## config.mk

```make
export PLATFORM = sky130hd
export DESIGN_NAME = qpsram_ctrl
export DESIGN_NICKNAME = d
export VERILOG_FILES = /design/src/rtl/qpsram_pkg.sv /design/src/rtl/qpsram_por.sv /design/src/rtl/qpsram_xfer.sv /design/src/rtl/qpsram_split.sv /design/src/rtl/qpsram_ctrl.sv
export SDC_FILE = /design/constraint.sdc
export NUM_CORES = 1
export LEC_CHECK = 0
export BUFFER_PORTS_ARGS = -buffer_cell sky130_fd_sc_hd__buf_2
export CORE_AREA = 2 2 121 123
export CTS_BUF_LIST = sky130_fd_sc_hd__clkbuf_2
export DETAILED_ROUTE_END_ITERATION = 7
export DIE_AREA = 0 0 123 125
export HOLD_SLACK_MARGIN = 0.12
export PLACE_DENSITY = 0.81
export REMOVE_ABC_BUFFERS = 1
export SLEW_MARGIN = 10
export SYNTH_ARGS = -nofsm -noshare
export SYNTH_HDL_FRONTEND = slang
export SYNTH_HIERARCHICAL = 1
export SYNTH_SLANG_ARGS = --single-unit
```

## constraint.sdc

```tcl
create_clock -name clk -period 2.55 [get_ports clk]
set_input_delay 0.255 -clock clk [delete_from_list [all_inputs] [get_ports clk]]
set_output_delay 0.255 -clock clk [all_outputs]
set_load 0.01 [all_outputs]
```

## src/rtl/qpsram_pkg.sv

```systemverilog
package qpsram_pkg;
  localparam int unsigned ADDR_W = 24;

  localparam logic [7:0] CMD_QUAD_ON = 8'h35;
  localparam logic [7:0] CMD_RD      = 8'hEB;
  localparam logic [7:0] CMD_WR      = 8'h02;

  typedef enum logic [2:0] {
    X_BOOT, X_QON, X_IDLE, X_HDR, X_WAIT, X_RDAT, X_WDAT, X_DRAIN
  } xfer_st_t;

  typedef enum logic [2:0] {
    S_IDLE, S_ISSUE1, S_WAIT1, S_ISSUE2, S_WAIT2
  } split_st_t;
endpackage

```

## src/rtl/qpsram_por.sv

```systemverilog
module qpsram_por #(
  parameter int unsigned CYCLES = 18750
) (
  input  logic clk,
  input  logic rst,
  output logic done
);
  localparam int unsigned CW = (CYCLES < 2) ? 1 : $clog2(CYCLES + 1);

  logic [CW-1:0] cnt;

  always_ff @(posedge clk) begin
    if (rst) begin
      cnt  <= '0;
      done <= 1'b0;
    end else if (!done) begin
      if (cnt == CW'(CYCLES)) done <= 1'b1;
      else                    cnt  <= cnt + 1'b1;
    end
  end
endmodule

```

## src/rtl/qpsram_xfer.sv

```systemverilog
module qpsram_xfer
  import qpsram_pkg::*;
#(
  parameter int unsigned WAIT_CLKS  = 10,
  parameter int unsigned SAMPLE_DLY = 0
) (
  input  logic              clk,
  input  logic              rst,
  input  logic              boot_ok,
  input  logic              op_start,
  input  logic              op_rd,
  input  logic [ADDR_W-1:0] op_addr,
  input  logic              op_two,
  input  logic [15:0]       op_wdata,
  output logic              op_ready,
  output logic              op_end,
  output logic [15:0]       op_rdata,
  output logic              ce_n,
  output logic              sclk,
  output logic [3:0]        dq_o,
  output logic [3:0]        dq_oe,
  input  logic [3:0]        dq_i
);
  localparam int unsigned CMAX  = (WAIT_CLKS > 8) ? WAIT_CLKS : 8;
  localparam int unsigned CNT_W = $clog2(CMAX + 1);

  xfer_st_t          st;
  logic              h;
  logic [CNT_W-1:0]  cnt;
  logic [2:0]        dcnt;
  logic [31:0]       sh;
  logic [15:0]       wsh, rsh;
  logic              two_q, rd_q;
  logic              stb, cap;
  logic [CNT_W-1:0]  last_nib;

  assign stb      = (st == X_RDAT) && !h;
  assign last_nib = two_q ? CNT_W'(3) : CNT_W'(1);
  assign op_ready = (st == X_IDLE);
  assign op_rdata = two_q ? {rsh[7:0], rsh[15:8]} : {8'h00, rsh[7:0]};

  generate
    if (SAMPLE_DLY == 0) begin : g_nodly
      assign cap = stb;
    end else begin : g_dly
      logic [SAMPLE_DLY-1:0] pipe;
      always_ff @(posedge clk) begin
        if (rst) pipe <= '0;
        else     pipe <= (pipe << 1) | SAMPLE_DLY'(stb);
      end
      assign cap = pipe[SAMPLE_DLY-1];
    end
  endgenerate

  always_ff @(posedge clk) begin
    if (rst) begin
      st <= X_BOOT; h <= 1'b0; cnt <= '0; dcnt <= '0;
      sh <= '0; wsh <= '0; rsh <= '0; two_q <= 1'b0; rd_q <= 1'b0;
      ce_n <= 1'b1; sclk <= 1'b0; dq_o <= '0; dq_oe <= '0; op_end <= 1'b0;
    end else begin
      op_end <= 1'b0;
      if (cap) rsh <= {rsh[11:0], dq_i};
      case (st)
        X_BOOT: if (boot_ok) begin
          ce_n <= 1'b0; dq_oe <= 4'b0001; h <= 1'b0; cnt <= '0;
          sh <= {CMD_QUAD_ON, 24'h0}; dq_o <= {3'b000, CMD_QUAD_ON[7]};
          st <= X_QON;
        end
        X_IDLE: if (op_start) begin
          ce_n <= 1'b0; dq_oe <= 4'hF; h <= 1'b0; cnt <= '0;
          sh <= {(op_rd ? CMD_RD : CMD_WR), op_addr};
          dq_o <= op_rd ? CMD_RD[7:4] : CMD_WR[7:4];
          wsh <= op_two ? {op_wdata[7:0], op_wdata[15:8]} : {op_wdata[7:0], 8'h00};
          two_q <= op_two; rd_q <= op_rd;
          st <= X_HDR;
        end
        X_DRAIN: begin
          if (dcnt == 3'(SAMPLE_DLY)) begin
            ce_n <= 1'b1; dq_oe <= '0; op_end <= 1'b1; st <= X_IDLE;
          end else dcnt <= dcnt + 1'b1;
        end
        default: begin
          if (!h) begin
            sclk <= 1'b1; h <= 1'b1;
          end else begin
            sclk <= 1'b0; h <= 1'b0;
            case (st)
              X_QON: if (cnt == CNT_W'(7)) begin
                ce_n <= 1'b1; dq_oe <= '0; st <= X_IDLE;
              end else begin
                cnt <= cnt + 1'b1; sh <= sh << 1; dq_o <= {3'b000, sh[30]};
              end
              X_HDR: if (cnt == CNT_W'(7)) begin
                cnt <= '0;
                if (rd_q) begin
                  dq_oe <= '0; st <= X_WAIT;
                end else begin
                  dq_o <= wsh[15:12]; wsh <= wsh << 4; st <= X_WDAT;
                end
              end else begin
                cnt <= cnt + 1'b1; dq_o <= sh[27:24]; sh <= sh << 4;
              end
              X_WAIT: if (cnt == CNT_W'(WAIT_CLKS - 1)) begin
                cnt <= '0; st <= X_RDAT;
              end else cnt <= cnt + 1'b1;
              X_WDAT: if (cnt == last_nib) begin
                ce_n <= 1'b1; dq_oe <= '0; op_end <= 1'b1; st <= X_IDLE;
              end else begin
                cnt <= cnt + 1'b1; dq_o <= wsh[15:12]; wsh <= wsh << 4;
              end
              X_RDAT: if (cnt == last_nib) begin
                if (SAMPLE_DLY <= 1) begin
                  ce_n <= 1'b1; op_end <= 1'b1; st <= X_IDLE;
                end else begin
                  dcnt <= 3'd2; st <= X_DRAIN;
                end
              end else cnt <= cnt + 1'b1;
              default: st <= X_IDLE;
            endcase
          end
        end
      endcase
    end
  end


  boot_hold_chk: assert property (@(posedge clk) disable iff (rst) !boot_ok |-> ce_n);

  ce_idle_clk_chk: assert property (@(posedge clk) disable iff (rst) ce_n |-> !sclk);

  sclk_pulse_chk: assert property (@(posedge clk) disable iff (rst) sclk |=> !sclk);

  data_on_low_chk: assert property (@(posedge clk) disable iff (rst) !$stable(dq_o) |-> !sclk);

  rd_release_chk: assert property (@(posedge clk) disable iff (rst) cap |-> (dq_oe == 4'h0));
endmodule

```

## src/rtl/qpsram_split.sv

```systemverilog
module qpsram_split
  import qpsram_pkg::*;
#(
  parameter int unsigned PAGE_BYTES = 1024
) (
  input  logic              clk,
  input  logic              rst,
  input  logic              req_valid,
  output logic              req_ready,
  input  logic              req_write,
  input  logic [ADDR_W-1:0] req_addr,
  input  logic              req_word,
  input  logic [15:0]       req_wdata,
  output logic              rsp_done,
  output logic [15:0]       rsp_rdata,
  input  logic              op_ready,
  output logic              op_start,
  output logic              op_rd,
  output logic [ADDR_W-1:0] op_addr,
  output logic              op_two,
  output logic [15:0]       op_wdata,
  input  logic              op_end,
  input  logic [15:0]       op_rdata
);
  localparam int unsigned PG_W = $clog2(PAGE_BYTES);

  split_st_t         st;
  logic              wr_q, word_q, cross_q;
  logic [ADDR_W-1:0] addr_q;
  logic [15:0]       wd_q;
  logic              accept;

  assign req_ready = (st == S_IDLE) && op_ready;
  assign accept    = req_valid && req_ready;
  assign op_start  = (st == S_ISSUE1) || (st == S_ISSUE2);
  assign op_rd     = !wr_q;
  assign op_addr   = (st == S_ISSUE2) ? addr_q + ADDR_W'(1) : addr_q;
  assign op_two    = word_q && !cross_q;
  assign op_wdata  = (st == S_ISSUE2) ? {8'h00, wd_q[15:8]} : wd_q;

  always_ff @(posedge clk) begin
    if (rst) begin
      st <= S_IDLE; wr_q <= 1'b0; word_q <= 1'b0; cross_q <= 1'b0;
      addr_q <= '0; wd_q <= '0; rsp_done <= 1'b0; rsp_rdata <= '0;
    end else begin
      rsp_done <= 1'b0;
      case (st)
        S_IDLE: if (accept) begin
          wr_q <= req_write; word_q <= req_word; addr_q <= req_addr; wd_q <= req_wdata;
          cross_q <= req_word && (req_addr[PG_W-1:0] == {PG_W{1'b1}});
          st <= S_ISSUE1;
        end
        S_ISSUE1: st <= S_WAIT1;
        S_WAIT1: if (op_end) begin
          if (cross_q) begin
            if (!wr_q) rsp_rdata[7:0] <= op_rdata[7:0];
            st <= S_ISSUE2;
          end else begin
            if (!wr_q) rsp_rdata <= op_rdata;
            rsp_done <= 1'b1; st <= S_IDLE;
          end
        end
        S_ISSUE2: st <= S_WAIT2;
        S_WAIT2: if (op_end) begin
          if (!wr_q) rsp_rdata[15:8] <= op_rdata[7:0];
          rsp_done <= 1'b1; st <= S_IDLE;
        end
        default: st <= S_IDLE;
      endcase
    end
  end


  accept_ready_chk: assert property (@(posedge clk) disable iff (rst) accept |=> !req_ready);

  done_pulse_chk: assert property (@(posedge clk) disable iff (rst) rsp_done |=> !rsp_done);

  second_half_chk: assert property (@(posedge clk) disable iff (rst) (st == S_ISSUE2) |-> (op_ready && !op_two));
endmodule

```

## src/rtl/qpsram_ctrl.sv

```systemverilog
module qpsram_ctrl
  import qpsram_pkg::*;
#(
  parameter int unsigned POR_CYCLES = 18750,
  parameter int unsigned WAIT_CLKS  = 10,
  parameter int unsigned SAMPLE_DLY = 0,
  parameter int unsigned PAGE_BYTES = 1024
) (
  input  logic        clk,
  input  logic        rst,
  input  logic        req_valid,
  output logic        req_ready,
  input  logic        req_write,
  input  logic [23:0] req_addr,
  input  logic        req_word,
  input  logic [15:0] req_wdata,
  output logic        rsp_done,
  output logic [15:0] rsp_rdata,
  output logic        psram_ce_n,
  output logic        psram_sclk,
  output logic [3:0]  psram_dq_o,
  output logic [3:0]  psram_dq_oe,
  input  logic [3:0]  psram_dq_i
);
  logic              boot_ok;
  logic              op_ready, op_start, op_rd, op_two, op_end;
  logic [ADDR_W-1:0] op_addr;
  logic [15:0]       op_wdata, op_rdata;

  qpsram_por #(.CYCLES(POR_CYCLES)) u_por (
    .clk(clk), .rst(rst), .done(boot_ok)
  );

  qpsram_split #(.PAGE_BYTES(PAGE_BYTES)) u_split (
    .clk(clk), .rst(rst),
    .req_valid(req_valid), .req_ready(req_ready), .req_write(req_write),
    .req_addr(req_addr), .req_word(req_word), .req_wdata(req_wdata),
    .rsp_done(rsp_done), .rsp_rdata(rsp_rdata),
    .op_ready(op_ready), .op_start(op_start), .op_rd(op_rd), .op_addr(op_addr),
    .op_two(op_two), .op_wdata(op_wdata), .op_end(op_end), .op_rdata(op_rdata)
  );

  qpsram_xfer #(.WAIT_CLKS(WAIT_CLKS), .SAMPLE_DLY(SAMPLE_DLY)) u_xfer (
    .clk(clk), .rst(rst), .boot_ok(boot_ok),
    .op_start(op_start), .op_rd(op_rd), .op_addr(op_addr), .op_two(op_two),
    .op_wdata(op_wdata), .op_ready(op_ready), .op_end(op_end), .op_rdata(op_rdata),
    .ce_n(psram_ce_n), .sclk(psram_sclk), .dq_o(psram_dq_o), .dq_oe(psram_dq_oe),
    .dq_i(psram_dq_i)
  );
endmodule

```

==> impl_metrics.env <==
export IMPL_drtIter0Drc=750
export IMPL_grt_usage_pct=26.7
export IMPL_syn_area_um2=8630
export IMPL_final_cell_mix="nand2_1, dfxtp_1, nor2_1"
export IMPL_yosys_warnings=6
export IMPL_fp_dieArea_um2=15400
export IMPL_worstSetupStartpointType="register"
export IMPL_grt_pass1_vias=7230
export IMPL_min_path_cells=4
export IMPL_hpwl_um=12600
export IMPL_rsz0062_at_grt="false"
export IMPL_post_drt_wl_per_cell_um=15.1
export IMPL_dp_cells=1246
export IMPL_drc_errors=0
export IMPL_drt_total_wl_um=20100
export IMPL_numCtsBuffers=17
export IMPL_ys_types=78
export IMPL_crit_buf_inv=2
export IMPL_powerDensity_nw_per_um2=450
export IMPL_die_x_um=123
export IMPL_grt_max_degree=60
export IMPL_final_common_cell="nand2_1"
export IMPL_drive_gt1_share_pct=17.0
export IMPL_clock_fmax_ghz=0.419
export IMPL_rows=44
export IMPL_max_stage_delay_ns=0.43
export IMPL_crit_path_cell_trace="or3b_1 -> inv_2 -> nor4b_4 -> buf_2"
export IMPL_synth_async_sr_flop_share_pct=0
export IMPL_synth_edff_count=0
export IMPL_maxSlewHeadroom_pct=62.1
export IMPL_die_height_um=125
export IMPL_hp_class="input port to register"
export IMPL_drv_slew=0
export IMPL_synth_seq_cells=164
export IMPL_core_area_um2=14200
export IMPL_gp_congestion=0.862
export IMPL_vias=7896
export IMPL_ios=77
export IMPL_finClkSkew_ns=0.0346
export IMPL_area_growth_pct=14.0
export IMPL_antenna_found_initial=1
export IMPL_port_buffers=76
export IMPL_cp_end_kind="primary output"
export IMPL_fin_cells=1330
export IMPL_clockBufferDepth=2
export IMPL_synth_area_leaders="dfxtp_1, nand2_1, a21oi_1"
export IMPL_regToRegEndpoint="u_xfer/sh[23]"
export IMPL_final_area_um2=9840
export IMPL_cp_max_fo=10
export IMPL_ant_nets=0
export IMPL_avgSynthCellArea_um2=8.26
export IMPL_yosys_area_top_type="dfxtp_1"
export IMPL_syn_instance_count=1044
export IMPL_nets=1188
export IMPL_status="finished, final reports clean"
export IMPL_worstSetupPathDepth=4
export IMPL_hp_start="req_addr[17]"
export IMPL_hold_viol=0
export IMPL_fin_util_pct=69.2
export IMPL_final_min_clock_period_ns=2.39
export IMPL_hold_end="u_split/addr_q[17]"
export IMPL_placed_area_um2=9080
export IMPL_drt_pass1_iter_count=7
export IMPL_cts_root_buffer="clkbuf_2"
export IMPL_reg2reg_slack_ns=0.22
export IMPL_leakagePower_uw=0.00340
export IMPL_crit_required_ns=2.30
export IMPL_htree_levels=4
export IMPL_cp_startpoint="u_xfer/st[0]"
export IMPL_slowest_stage="dfxtp_4"
export IMPL_cts_sinks=164
export IMPL_final_setup_viol_count=0
export IMPL_min_period_over_period_pct=93.6
export IMPL_worst_pin_slew_ns=0.569
export IMPL_ir_drop_v=0.000335
export IMPL_initial_core_util_pct=60.7
export IMPL_seq_area_frac_synth_pct=38.1
export IMPL_synth_top_area_share_pct=38.1
export IMPL_via_per_inst=5.94
export IMPL_arrival_ns=2.13
export IMPL_grt_first_pass_wirelength_um=33700
export IMPL_cap_viol_max_count=0
export IMPL_path_delay_family="simple AND/OR/NAND/NOR gates"
export IMPL_clk_pin_slew_ns=0.24
export IMPL_reg2regPathDepth=6
export IMPL_clk_latency_ns=0.77
export IMPL_grt_overflow_total=0
export IMPL_n_fill_cell=1175
export IMPL_synth_ff_type="dfxtp_1"
export IMPL_cts_tree="yes"
export IMPL_critPathKind="register to primary output"
export IMPL_reg2reg_from="u_split/st[2]"
-- cells by family (layout without fill, tap and decap cells) --
group           after synthesis  count (layout)  share of synthesized area (%)
compound gates              241             241                           21.6
xor+xnor                     35              35                           3.64
mux                          27              27                           3.49
other cells                   0               1                              0
flops                       164             164                           38.1
buf+inv                     102             203                           5.60
fa+ha+maj                     7               7                           1.02
simple gates                468             468                           26.6
-- registers in the layout, indices dropped and copies added, names as in the netlist, 3 cells and up --
signal / cells
u_xfer/st: 3
u_split/rsp_rdata: 16
u_xfer/dq_o: 4
u_split/addr_q: 24
u_split/wd_q: 16
u_por/cnt: 15
u_xfer/rsh: 16
u_xfer/sh: 31
u_split/st: 3
u_xfer/dcnt: 3
u_xfer/cnt: 4
u_xfer/wsh: 16
-- metal layers --
| metal | GRT usage, % | share of wire [%] | wire (um) |
|---|---|---|---|
| met2 | 44.2 | 48 | 9640 |
| met1 | 34.7 | 44 | 8920 |
| met5 | 0 | 0 | 0 |
| met4 | 9.43 | 1.8 | 361 |
| met3 | 4.88 | 5.8 | 1160 |
-- cells in the mapped netlist (6+ instances only) --
library cell,n
nand2_1,222
dfxtp_1,164
nor2_1,97
a21oi_1,78
clkbuf_1,46
a211oi_1,34
buf_2,26
nand3_1,25
a222oi_1,24
xnor2_1,24
and2_1,20
nor3_1,18
o2bb2ai_1,18
nand2b_1,16
inv_1,14
mux2i_1,14
a311oi_2,13
a22oi_1,12
o21ai_0,12
mux2_2,11
nand4_1,11
nor2b_1,10
xor2_1,10
a311oi_1,9
ha_1,7
a22o_1,6
buf_4,6
buf_6,6
-- timing repair --
action,in CTS,in global routing
hold endpoints to repair,85,0
setup buffers,0,2
setup endpoints to repair,0,2
hold buffers,49,0
resized for setup,0,1
-- stage by stage --
stage	setup slack (ns)	total power (uW)	hold slack, ns	TNS (ns)
6_report	0.164	4420	0.239	0
5_1_grt	0.0134	4610	0.165	0
4_1_cts	0.0663	4450	0.176	0
3_5_place_dp	0.248	2970	0.447	0
3_3_place_gp	0.267	2970	0.440	0
2_1_floorplan	-1.46	2820	0.323	-103.61
-- report_power, final --
group	internal, uW	leakage [uW]	switching [uW]	total, uW
sequential	2600	0.00132	36.0	2630
combinational	169	0.00194	196	365
clock	456	0.000137	971	1430
total	3220	0.00340	1200	4420
-- layout make-up --
cell class                 count  area, um^2  share of cell area (%)
clock inverter                15         158                    1.60
clock buffer                  17        85.1                   0.865
multi-input combinational    778        4870                    49.5
sequential                   164        3290                    33.4
antenna                        1        2.50                  0.0254
tap                          184         230                    2.34
inverter                      17        63.8                   0.649
timing repair buffer         154        1140                    11.6
-- worst max path at each step --
stage / endpoint
floorplan: u_split/cross_q
global placement: u_xfer/sh[23]
detailed placement: u_xfer/sh[11]
CTS: req_ready
global route: req_ready
finish: req_ready
-- worst min-delay path: cells and delay by family --
family / cells / cell delay, ns
AOI/OAI and AO/OA: 1 / 0.05
buffers and inverters: 2 / 0.65
and+or+nand+nor: 1 / 0.04
(Power assumes the default switching activity.)
